--- config.mk ---
export PLATFORM = sky130hd
export DESIGN_NAME = acs_butterfly
export DESIGN_NICKNAME = d
export VERILOG_FILES = /design/src/rtl/acs_pkg.sv /design/src/rtl/acs_pipe_reg.sv /design/src/rtl/acs_add_stage.sv /design/src/rtl/acs_cmp_stage.sv /design/src/rtl/acs_sel_stage.sv /design/src/rtl/acs_butterfly.sv
export SDC_FILE = /design/constraint.sdc
export NUM_CORES = 1
export LEC_CHECK = 0
export ABC_CLOCK_PERIOD_IN_PS = 7540
export CORE_UTILIZATION = 45
export DETAILED_ROUTE_END_ITERATION = 10
export DONT_BUFFER_PORTS = 1
export MAX_ROUTING_LAYER = met4
export PLACE_DENSITY = 0.62
export SKIP_CTS_REPAIR_TIMING = 1
export SYNTH_ARGS = -nofsm -noshare
export SYNTH_HDL_FRONTEND = slang
export SYNTH_HIERARCHICAL = 1
export SYNTH_SLANG_ARGS = --single-unit
--- constraint.sdc ---
create_clock -name clk -period 7.54 [get_ports clk]
set_clock_uncertainty 0.15 [all_clocks]
set_input_delay 0.377 -clock clk [delete_from_list [all_inputs] [get_ports clk]]
set_output_delay 0.377 -clock clk [all_outputs]
set_load 0.01 [all_outputs]
--- src/rtl/acs_pkg.sv ---
// Package: shared defaults and helpers for the add-compare-select butterfly.
// Assumes: widths are set per instance; only defaults and latency math live here.
package acs_pkg;
    localparam int unsigned DEF_METRIC_W = 24;
    localparam int unsigned DEF_BRANCH_W = 16;

    // Latency of the butterfly in cycles, given its optional stage flags.
    function automatic int unsigned acs_latency(input bit pipe_add, input bit pipe_cmp);
        return 1 + int'(pipe_add) + int'(pipe_cmp);
    endfunction
endpackage

--- src/rtl/acs_pipe_reg.sv ---
// Module: acs_pipe_reg
// Optional register stage with a valid bit. EN=1 adds one cycle of delay.
// EN=0 passes the input straight through.
// Assumes: synchronous active-low reset clears both valid and data.
module acs_pipe_reg #(
    parameter int unsigned W  = 8,
    parameter bit          EN = 1'b1
) (
    input  logic         clk,
    input  logic         rst_n,
    input  logic         in_vld,
    input  logic [W-1:0] in_dat,
    output logic         out_vld,
    output logic [W-1:0] out_dat
);
    generate
        if (EN) begin : g_reg
            logic         vld_q;
            logic [W-1:0] dat_q;
            // Capture one stage of valid and data per cycle.
            always_ff @(posedge clk) begin
                if (!rst_n) begin
                    vld_q <= 1'b0;
                    dat_q <= '0;
                end else begin
                    vld_q <= in_vld;
                    dat_q <= in_dat;
                end
            end
            assign out_vld = vld_q;
            assign out_dat = dat_q;
        end else begin : g_wire
            assign out_vld = in_vld;
            assign out_dat = in_dat;
        end
    endgenerate
endmodule

--- src/rtl/acs_add_stage.sv ---
// Module: acs_add_stage
// Forms the two candidate metrics, each a path metric plus a branch metric.
// Assumes: metric normalisation is done elsewhere; sums wrap modulo 2^MW.
module acs_add_stage #(
    parameter int unsigned MW = 24,
    parameter int unsigned BW = 16
) (
    input  logic [MW-1:0] pm_a,
    input  logic [MW-1:0] pm_b,
    input  logic [BW-1:0] br_a,
    input  logic [BW-1:0] br_b,
    output logic [MW-1:0] cand_a,
    output logic [MW-1:0] cand_b
);
    // Zero-extend each branch metric and add it to its path metric.
    always_comb begin
        cand_a = pm_a + MW'(br_a);
        cand_b = pm_b + MW'(br_b);
    end
endmodule

--- src/rtl/acs_cmp_stage.sv ---
// Module: acs_cmp_stage
// Subtracts candidate a from candidate b at MW+1 bits.
// Assumes: candidates are unsigned, so the top bit of the result is a true sign.
module acs_cmp_stage #(
    parameter int unsigned MW = 24
) (
    input  logic [MW-1:0] cand_a,
    input  logic [MW-1:0] cand_b,
    output logic [MW:0]   delta
);
    // Widened subtraction; bit MW is set exactly when cand_b < cand_a.
    always_comb begin
        delta = {1'b0, cand_b} - {1'b0, cand_a};
    end
endmodule

--- src/rtl/acs_sel_stage.sv ---
// Module: acs_sel_stage
// Picks the survivor by the sign of the difference, then registers the
// metric, the decision and the difference.
// Assumes: outputs load only on a valid cycle and hold otherwise.
module acs_sel_stage #(
    parameter int unsigned MW = 24
) (
    input  logic          clk,
    input  logic          rst_n,
    input  logic          in_vld,
    input  logic [MW-1:0] cand_a,
    input  logic [MW-1:0] cand_b,
    input  logic [MW:0]   delta,
    output logic          out_vld,
    output logic [MW-1:0] metric_q,
    output logic          sel_q,
    output logic [MW:0]   delta_q
);
    logic          sel_d;
    logic [MW-1:0] metric_d;

    // Sign of the difference drives the 2:1 survivor mux; ties keep cand_a.
    always_comb begin
        sel_d    = delta[MW];
        metric_d = sel_d ? cand_b : cand_a;
    end

    // Output register: load on valid, hold otherwise, clear on reset.
    always_ff @(posedge clk) begin
        if (!rst_n) begin
            out_vld  <= 1'b0;
            metric_q <= '0;
            sel_q    <= 1'b0;
            delta_q  <= '0;
        end else begin
            out_vld <= in_vld;
            if (in_vld) begin
                metric_q <= metric_d;
                sel_q    <= sel_d;
                delta_q  <= delta;
            end
        end
    end
endmodule

--- src/rtl/acs_butterfly.sv ---
// Module: acs_butterfly (top)
// One add-compare-select step: add, optional stage, subtract, optional stage,
// then select and register.
// Assumes: the caller stores surv_sel for traceback; latency is 1+PIPE_ADD+PIPE_CMP.
module acs_butterfly #(
    parameter int unsigned METRIC_W = acs_pkg::DEF_METRIC_W,
    parameter int unsigned BRANCH_W = acs_pkg::DEF_BRANCH_W,
    parameter bit          PIPE_ADD = 1'b1,
    parameter bit          PIPE_CMP = 1'b1
) (
    input  logic                clk,
    input  logic                rst_n,
    input  logic                in_valid,
    input  logic [METRIC_W-1:0] prev_metric_a,
    input  logic [METRIC_W-1:0] prev_metric_b,
    input  logic [BRANCH_W-1:0] branch_a,
    input  logic [BRANCH_W-1:0] branch_b,
    output logic                out_valid,
    output logic [METRIC_W-1:0] surv_metric,
    output logic                surv_sel,
    output logic [METRIC_W:0]   cand_delta
);
    localparam int unsigned PAIR_W = 2 * METRIC_W;
    localparam int unsigned CMP_W  = PAIR_W + METRIC_W + 1;

    logic [METRIC_W-1:0] add_a, add_b, p1_a, p1_b, p2_a, p2_b;
    logic [METRIC_W:0]   cmp_delta, p2_delta;
    logic                p1_vld, p2_vld;

    acs_add_stage #(.MW(METRIC_W), .BW(BRANCH_W)) u_add (
        .pm_a(prev_metric_a), .pm_b(prev_metric_b),
        .br_a(branch_a), .br_b(branch_b),
        .cand_a(add_a), .cand_b(add_b)
    );

    acs_pipe_reg #(.W(PAIR_W), .EN(PIPE_ADD)) u_pipe_add (
        .clk(clk), .rst_n(rst_n),
        .in_vld(in_valid), .in_dat({add_a, add_b}),
        .out_vld(p1_vld), .out_dat({p1_a, p1_b})
    );

    acs_cmp_stage #(.MW(METRIC_W)) u_cmp (
        .cand_a(p1_a), .cand_b(p1_b), .delta(cmp_delta)
    );

    acs_pipe_reg #(.W(CMP_W), .EN(PIPE_CMP)) u_pipe_cmp (
        .clk(clk), .rst_n(rst_n),
        .in_vld(p1_vld), .in_dat({p1_a, p1_b, cmp_delta}),
        .out_vld(p2_vld), .out_dat({p2_a, p2_b, p2_delta})
    );

    acs_sel_stage #(.MW(METRIC_W)) u_sel (
        .clk(clk), .rst_n(rst_n),
        .in_vld(p2_vld), .cand_a(p2_a), .cand_b(p2_b), .delta(p2_delta),
        .out_vld(out_valid), .metric_q(surv_metric),
        .sel_q(surv_sel), .delta_q(cand_delta)
    );
endmodule

==> impl_results.md <==
- FP Rows: 50
- Most Crowded Layer GR: met2
- Clock root cell: clkbuf_16
- M1 GR Usage: 25.74%
- Synth Register Bits: 173
- Total congestion overflow: 0
- Mapped cell area: 8832 sq um
- Vias per cell: 5.182
- Met2 Use GR: 28.28%
- DRC Markers: 0
- Filler cells: 1784
- Htree depth: 4
- Design Power: 0.002590 W
- Pwr Density: 272.2 nW/um^2
- Die ar.: 20190 sq um
- CTS tree: built
- All-Layer GR Usage: 19.30%
- Max FO, Critical Path: 6
- Nets: 1064
- Worst Path Required: 7.71 ns
- Number of global-route vias before repair: 5805
- Max clock buf depth: 2
- Post-DRT Antenna Nets: 0
- Simple logic cell fraction of the synthesized area: 19.21%
- HP Class: input pin to flip-flop
- Largest family of logic cells by synthesized area: simple AND/OR/NAND/NOR gates
- DP Wirelength: 13600 um
- Setup TNS Final: 0 ns
- Number of synthesized flops with an enable pin: 0
- Minimum clock period: 2.630 ns
- DR iter-0 viols: 359
- Cells after synthesis: 942
- Slew HR: 43.68%
- WL/cell: 15.63 um
- Worst VDD drop: 0.0001325 V
- Final Cycle Share: 34.89%
- Synth async-reset ratio: 0%
- First-pass detailed-route iteration total: 4
- Via count: 6192
- DIE WIDTH: 142.1 um
- Die Y: 142.1 um
- Top Ports: 134
- Adder-cell area share of the yosys netlist: 8.613%
- Area grow syn2layout: 7.749%
- Synth Area in Compound Gates: 16.01%
- Drt total wl: 18670 um
- Leakage: 3.910 nW
- Initial core utilization: 46.59%
- Area leader, netlist: dfxtp_1
- Worst-margin pin slew: 0.8448 ns
- Mux share of post-synthesis cell area: 5.667%
- First-pass GRT wire length: 29530 um
- Buffers on Ports: 0
- Commonest non-fill, non-tap cell in the layout: dfxtp_1
- Commonest non-fill, non-tap cells in the layout: dfxtp_1 (172), and2_1 (116), a21oi_1 (74), ha_1 (56), o21ai_0 (51)
- Max cap viols: 0
- Fmax: 380.2 MHz
- Met3 usage: 4.139%
- Layout cells sized above 1: 6.845%
- Total number of yosys warnings: 6
- Startpoint type of the worst setup path: flip-flop
- Global placer's final weighted congestion: 0.8444
- Top cell type's share of synthesized area: 39.21%
- WS Path Type: flip-flop to flip-flop
- Sinks on Clock Net: 173
- Max-slew violations: 0
- Clk slew on worst S/H paths: 0.07 ns
- # diodes: 0
- Hold Vio Cnt, Final: 0
- Post-synthesis sequential area ratio: 39.21%
- Post-synthesis xor/xnor area fraction: 5.851%
- Core area: 18960 sq um
- Hold_ws: 0.02086 ns
- Largest net degree at the start of global routing: 174
- RSZ-0062 raised after global routing: no
- Finished Layout Cells: 1195
- Area contributors post-synth: dfxtp_1 (39%), and2_1 (8.2%), ha_1 (7.9%), mux2i_1 (5.7%), a21oi_1 (4.2%)
- Clk_lat worst skew: 0.43 ns
- Inserted Clock Buffers: 17
- Library cells used by synthesis: 66
- Syn_nets: 1084
- Critical Path End Type: flip-flop
- Placed instance count: 1160
- Crit path DAT: 2.80 ns
- Setup violators final: 0
- Initial antenna violation count: 1
- Syn avg cell area: 9.376 sq um
- Status: finished, final reports clean
- Synth Flop Type: dfxtp_1
==> layer usage <==
layer | share of wire, % | wire length, um
met1 | 49 | 9190
met2 | 43 | 7961
met4 | 2.1 | 386
met3 | 6.1 | 1134
met5 | 0 | 0
==> power by group <==
| group | switching [W] | total (W) | internal, W |
|---|---|---|---|
| Sequential | 0.0000546 | 0.00107 | 0.00102 |
| Clock | 0.000368 | 0.000916 | 0.000547 |
| Combinational | 0.000326 | 0.000602 | 0.000276 |
| Total | 0.000749 | 0.00259 | 0.00184 |
==> flip-flops by register name (all words and copies together), names as in the netlist <==
register            flops
u_sel/out_vld           1
u_sel/metric_q         24
u_sel/delta_q          24
u_pipe_cmp/out_dat     73
u_sel/sel_q             1
u_pipe_add/out_vld      1
u_pipe_add/out_dat     48
u_pipe_cmp/out_vld      1
==> worst paths after layout <==
path                                             from                endpoint  slack, ns  cells after the start
worst max-delay path            u_pipe_add/out_dat[0]  u_pipe_cmp/out_dat[24]       4.91                     10
worst min-delay path                            rst_n  u_pipe_add/out_dat[24]       0.02                      1
worst max register to register  u_pipe_add/out_dat[0]  u_pipe_cmp/out_dat[24]       4.91                     10
worst min register to register     u_pipe_add/out_vld      u_pipe_cmp/out_vld       0.29                      1
==> synth_stat cells (all sizes together) (9+ instances only) <==
cell,instances
dfxtp,173
and2,132
a21oi,74
ha,56
o21ai,52
mux2i,50
nand2,48
inv,38
xnor2,34
nor2b,32
nor2,31
a21o,26
buf,26
xor2,25
clkbuf,18
nand3,14
nor3,13
nand4,10
o21bai,10
o21a,9
==> worst max-delay path: stages (launching register included) <==
cell and delay, ns:
dfxtp_1 0.33, inv_1 0.05, ha_1 0.20, fa_1 0.41
nor2b_1 0.16, o2111ai_1 0.15, a21oi_1 0.30, o211ai_2 0.20
a211oi_2 0.26, o221ai_1 0.15, and2_1 0.17
==> metrics by stage <==
| stage | setup slack (ns) | util (%) | instance area, sq um |
|---|---|---|---|
| 6_report | 4.910 | 50.20 | 9517 |
| 5_1_grt | 4.663 | 50.20 | 9517 |
| 4_1_cts | 4.887 | 49.95 | 9469 |
| 3_5_place_dp | 4.792 | 46.61 | 8836 |
| 3_3_place_gp | 4.834 | 46.61 | 8836 |
| 2_1_floorplan | 5.043 | - | 8832 |
==> cell type report <==
class                      instances  area [sq um]  area share, %
tap                              260         325.3          3.418
clock buffer                      19         452.9          4.759
clock inverter                    13         180.2          1.893
inverter                          38         142.6          1.499
sequential                       173          3465          36.41
multi-input combinational        687          4888          51.37
timing repair buffer               5         62.56         0.6574
==> kinds of logic after synthesis <==
logic type	count (synthesis)
AND/OR/NAND/NOR	300
AO/OA/AOI/OAI	219
flip-flops	173
buffers and inverters	82
XOR/XNOR	59
adder cells (fa/ha/maj)	59
multiplexers	50
(Power assumes the default switching activity.)
